$ cat src/rtl/serial_pkt_rx_pkg.sv
package serial_pkt_rx_pkg;

    // Framing fault flags reported with a packet boundary or a stray strobe.
    typedef struct packed {
        logic partial;
        logic stray;
    } rx_fault_t;

    // Sampled strobe decode used by the frame tracker.
    typedef struct packed {
        logic take;
        logic close;
    } rx_strobe_t;

endpackage

$ cat src/rtl/rx_deser.sv
// Bit-to-byte assembler: fills from bit 0 upward, emits one byte per BYTE_W accepted bits.
module rx_deser #(
    parameter int BYTE_W = 8
) (
    input  logic              clk,
    input  logic              rst_n,
    input  logic              take,
    input  logic              bit_in,
    input  logic              flush,
    output logic [BYTE_W-1:0] byte_out,
    output logic              byte_vld,
    output logic              byte_done,
    output logic              pending
);
    localparam int CW = (BYTE_W > 1) ? $clog2(BYTE_W) : 1;
    localparam logic [CW-1:0] LAST = CW'(BYTE_W - 1);

    typedef struct packed {
        logic [BYTE_W-1:0] shf;
        logic [CW-1:0]     cnt;
        logic [BYTE_W-1:0] dat;
        logic              vld;
    } dsr_t;

    dsr_t st_d, st_q;
    logic [BYTE_W-1:0] shifted;

    always_comb begin
        st_d    = st_q;
        st_d.vld = 1'b0;
        shifted = {bit_in, st_q.shf[BYTE_W-1:1]};
        if (flush) begin
            st_d.shf = '0;
            st_d.cnt = '0;
        end else if (take) begin
            if (st_q.cnt == LAST) begin
                st_d.dat = shifted;
                st_d.vld = 1'b1;
                st_d.shf = '0;
                st_d.cnt = '0;
            end else begin
                st_d.shf = shifted;
                st_d.cnt = st_q.cnt + 1'b1;
            end
        end
    end

    always_ff @(posedge clk or negedge rst_n) begin
        if (!rst_n) st_q <= '0;
        else        st_q <= st_d;
    end

    assign byte_out  = st_q.dat;
    assign byte_vld  = st_q.vld;
    assign byte_done = take && (st_q.cnt == LAST);
    assign pending   = (st_q.cnt != '0);
endmodule

$ cat src/rtl/rx_frame_track.sv
// Frame state, byte counting, end-of-packet and fault reporting.
module rx_frame_track
    import serial_pkt_rx_pkg::*;
#(
    parameter int LEN_W = 8
) (
    input  logic             clk,
    input  logic             rst_n,
    input  logic             frame_n,
    input  logic             valid_n,
    input  logic             byte_done,
    input  logic             pending,
    output rx_strobe_t       strobe,
    output logic             pkt_end,
    output logic [LEN_W-1:0] pkt_len,
    output rx_fault_t        fault
);
    localparam logic [LEN_W-1:0] CNT_MAX = {LEN_W{1'b1}};

    typedef struct packed {
        logic             open;
        logic [LEN_W-1:0] cnt;
        logic             eop;
        logic [LEN_W-1:0] len;
        rx_fault_t        flt;
    } trk_t;

    trk_t st_d, st_q;

    always_comb begin
        strobe.take  = !frame_n && !valid_n;
        strobe.close = frame_n && st_q.open;
    end

    always_comb begin
        st_d     = st_q;
        st_d.eop = 1'b0;
        st_d.flt = '0;
        st_d.open = !frame_n;
        if (!frame_n) begin
            if (byte_done && (st_q.cnt != CNT_MAX))
                st_d.cnt = st_q.cnt + 1'b1;
        end else begin
            if (st_q.open) begin
                st_d.eop         = 1'b1;
                st_d.len         = st_q.cnt;
                st_d.flt.partial = pending;
                st_d.cnt         = '0;
            end
            if (!valid_n)
                st_d.flt.stray = 1'b1;
        end
    end

    always_ff @(posedge clk or negedge rst_n) begin
        if (!rst_n) st_q <= '0;
        else        st_q <= st_d;
    end

    assign pkt_end = st_q.eop;
    assign pkt_len = st_q.len;
    assign fault   = st_q.flt;
endmodule

$ cat src/rtl/serial_pkt_rx.sv
module serial_pkt_rx
    import serial_pkt_rx_pkg::*;
#(
    parameter int BYTE_W = 8,
    parameter int LEN_W  = 8
) (
    input  logic              clk,
    input  logic              rst_n,
    input  logic              ser_in,
    input  logic              frame_n,
    input  logic              valid_n,
    output logic [BYTE_W-1:0] byte_data,
    output logic              byte_valid,
    output logic              pkt_end,
    output logic [LEN_W-1:0]  pkt_len,
    output logic              err_partial,
    output logic              err_stray
);
    rx_strobe_t strobe;
    rx_fault_t  fault;
    logic       byte_done;
    logic       pending;

    rx_frame_track #(.LEN_W(LEN_W)) u_track (
        .clk       (clk),
        .rst_n     (rst_n),
        .frame_n   (frame_n),
        .valid_n   (valid_n),
        .byte_done (byte_done),
        .pending   (pending),
        .strobe    (strobe),
        .pkt_end   (pkt_end),
        .pkt_len   (pkt_len),
        .fault     (fault)
    );

    rx_deser #(.BYTE_W(BYTE_W)) u_deser (
        .clk       (clk),
        .rst_n     (rst_n),
        .take      (strobe.take),
        .bit_in    (ser_in),
        .flush     (strobe.close),
        .byte_out  (byte_data),
        .byte_vld  (byte_valid),
        .byte_done (byte_done),
        .pending   (pending)
    );

    assign err_partial = fault.partial;
    assign err_stray   = fault.stray;
endmodule

$ cat config.mk
export PLATFORM = sky130hd
export DESIGN_NAME = serial_pkt_rx
export DESIGN_NICKNAME = d
export VERILOG_FILES = /design/src/rtl/serial_pkt_rx_pkg.sv /design/src/rtl/rx_deser.sv /design/src/rtl/rx_frame_track.sv /design/src/rtl/serial_pkt_rx.sv
export SDC_FILE = /design/constraint.sdc
export NUM_CORES = 1
export LEC_CHECK = 0
export BUFFER_PORTS_ARGS = -buffer_cell sky130_fd_sc_hd__buf_2
export CORE_AREA = 2 2 71 73
export DETAILED_ROUTE_END_ITERATION = 8
export DIE_AREA = 0 0 73 75
export GPL_TIMING_DRIVEN = 1
export PLACE_DENSITY_LB_ADDON = 0.25
export SYNTH_ARGS = -nofsm -noshare
export SYNTH_HDL_FRONTEND = slang
export SYNTH_SLANG_ARGS = --single-unit
$ cat constraint.sdc
create_clock -name clk -period 1.9 [get_ports clk]
set_clock_uncertainty 0.05 [all_clocks]
set_input_delay 0 -clock clk [delete_from_list [all_inputs] [get_ports clk]]
set_output_delay 0 -clock clk [all_outputs]
set_load 0.05 [all_outputs]
==> flow_summary.yaml <==
global_routing:
  grt_pass1_wl_um: 5506
  grt_use_total: 0.1336
  grt_max_degree: 40
  gr-total-overflow: 0
  grt_pass1_vias: 1182
  grt_antenna_before_repair: 0
sta:
  finalSetupViolations: 0
  timing.final.crit_share: 0.9610
  slew_viol_final: 0
  layout_setup_ws_ns: 0.07403
  worstMarginPinSlew_ns: 0.8313
  period_minus_slack_ns: 1.826
  fmax_ghz: 0.5477
  rsz0062_at_grt: "no"
  slew_headroom: 0.4458
  final-hold-violation-count: 0
clock_tree:
  cts.htree.levels: 2
  clock_sinks: 39
  clkTransAtPathRegs_ns: 0.07
  cts_buffer_depth: 2
  clkLatencyLatePin_ns: 0.28
  cts_tree: "yes"
  numCtsBuffers: 5
  root_buffer: "clkbuf_8"
drt:
  num_vias: 1254
  drc_errors: 0
  route.detailed.vias_per_inst: 5.036
  firstDrtPassIters: 4
  drtIter0Drc: 80
  totalWireLength_um: 3253
  ant_nets: 0
  wire_per_inst_um: 13.06
critical_path:
  crit_arrival_ns: 1.95
  cp.required_ns: 2.02
  critPathMaxFanout: 5
  critical-path-slowest-cell: "or3b_4"
  crit_path_start_kind: "flop"
  criticalPathCategory: "flop to flop"
  crit_path_cell_trace: "ha_2 -> ha_4 -> or3b_4 -> a31oi_4 -> nor2_2 -> a221o_1"
  endpoint_kind: "flop"
  max_stage_delay_ns: 0.41
synth:
  synth_area_per_cell_um2: 10.36
  netlist_instances: 177
  postSynth.asyncResetShare: 1.000
  yosys_warnings: 0
  synth_fp_nets: 186
  ys_seq_elements: 39
  yosysTopAreaCell: "dfrtp_1"
  yosys.cell_count.top_type: "dfrtp_1"
  ys_seq_area_frac: 0.5324
  ys.flop_type: "dfrtp_1"
  synth.cell_area_um2: 1833
  ys_types: 31
  netlist_top_cells_count: "39 x dfrtp_1, 38 x nand2_1, 16 x buf_4"
  synth_area_leaders: "dfrtp_1 53%, nand2_1 7.8%, buf_4 6.6%, mux2_2 4.9%, ha_1 2.7%"
  synth_edf_count: 0
  yosysTopAreaCellShare: 0.5324
place:
  portBuffers: 24
  gp_congestion: 0.8726
  dpl.hpwl_um: 2345
  place_ws_ns: 0.006023
power:
  ir_worst_vdd_mv: 0.2685
  p_leak_nw: 1.074
  power_w: 0.001539
  p_per_area_nw_per_um2: 755.4
cells_and_area:
  multi_input_comb_area_um2: 678.2
  regArea_um2: 975.9
  layout-drive-gt1-share: 0.2769
  final_util: 0.4370
  nets: 203
  fillers: 451
  area_growth_pct: 11.13
  antenna_cells: 0
run:
  max_cap_viol_count: 0
floorplanning:
  num_rows: 25
  start_util: 0.3933
  die_h_um: 75
  die_area_um2: 5475
  io_pins: 25
  die_x_um: 73
  core_area_um2: 4661
worst_hold_path:
  hold_path_class: "input pin to flop"
status:
  status: "completed"
where the power goes:
| group | switching (W) | internal (W) |
|---|---|---|
| registers | 0.0000198 | 0.000854 |
| logic | 0.0000943 | 0.0000526 |
| clock network | 0.000261 | 0.000257 |
sequential cells by signal, indices dropped and copies added (netlist names):
| register | cells |
|---|---|
| u_deser.byte_vld | 1 |
| u_track.pkt_len | 8 |
| u_deser.byte_out | 8 |
| u_track.fault | 2 |
| u_deser.st_q | 3 |
| u_track.pkt_end | 1 |
| u_deser.shifted | 7 |
| u_track.st_q | 9 |
kinds of logic after synthesis:
family,count (synthesis),synth area share
compound gates,30,0.1201
fa+ha+maj,4,0.02730
buf+inv,32,0.1072
flops,39,0.5324
mux,12,0.07099
simple gates,60,0.1420
worst max-delay path, delay by kind of cell, from the launching register on:
family | cells | cell delay (ns)
AOI/OAI and AO/OA | 2 | 0.48
and+or+nand+nor | 2 | 0.50
DFF | 1 | 0.36
adders and majority gates | 2 | 0.32
cells in the final DEF (no fill, tap or decap), drive strengths merged, types with 2 or more instances in the layout:
cell / instances
dfrtp: 39
nand2: 38
buf: 33
mux2: 8
nand3: 8
o22ai: 8
inv: 7
clkbuf: 7
a21oi: 6
nor2: 6
and3: 4
mux2i: 4
a22oi: 4
ha: 4
o2bb2ai: 3
o21ai: 2
dlygate4sd3: 2
what timing repair did:
action                                  in CTS  in global routing
endpoints found under the setup margin       1                  0
hold buffers                                 2                  0
resized for setup                            1                  0
setup buffers                                0                  0
hold endpoints to repair                    41                  0
per-layer routing:
metal  wire [um]  global-route usage
met1        1553              0.1691
met2        1535              0.2052
met3         104             0.04819
met5           0                   0
met4          59             0.06173
final timing paths:
path                                     startpoint                   to  slack, ns  cells after the start
worst max-delay path               u_deser.st_q[10]     u_track.st_q[14]       0.07                      6
worst min-delay path                        valid_n     u_track.fault[0]       0.08                      2
worst max register to register     u_deser.st_q[10]     u_track.st_q[14]       0.07                      6
worst min register to register  u_deser.byte_out[2]  u_deser.byte_out[2]       0.42                      2
max in group asynchronous                     rst_n   u_deser.shifted[4]       0.98                      2
min in group asynchronous                     rst_n     u_track.st_q[14]       0.31                      2
layout make-up:
type	count	share of cell area
Clock buffer	7	0.03747
Clock inverter	1	0.002457
Inverter	7	0.01290
Multi-Input combinational cell	106	0.3329
Sequential cell	39	0.4791
Tap cell	54	0.03317
Timing Repair Buffer	35	0.1020
metrics by stage:
stage               TNS (ns)  instances  cell area, um^2  hold slack (ns)
global placement           0        239             1933          0.09748
finish                     0        249             2037          0.07707
global route               0        249             2037          0.09148
detailed placement         0        239             1933           0.1133
CTS                        0        249             2037          0.07389
floorplan           -0.01313        177             1848          -0.3456
(Power assumes the default switching activity.)
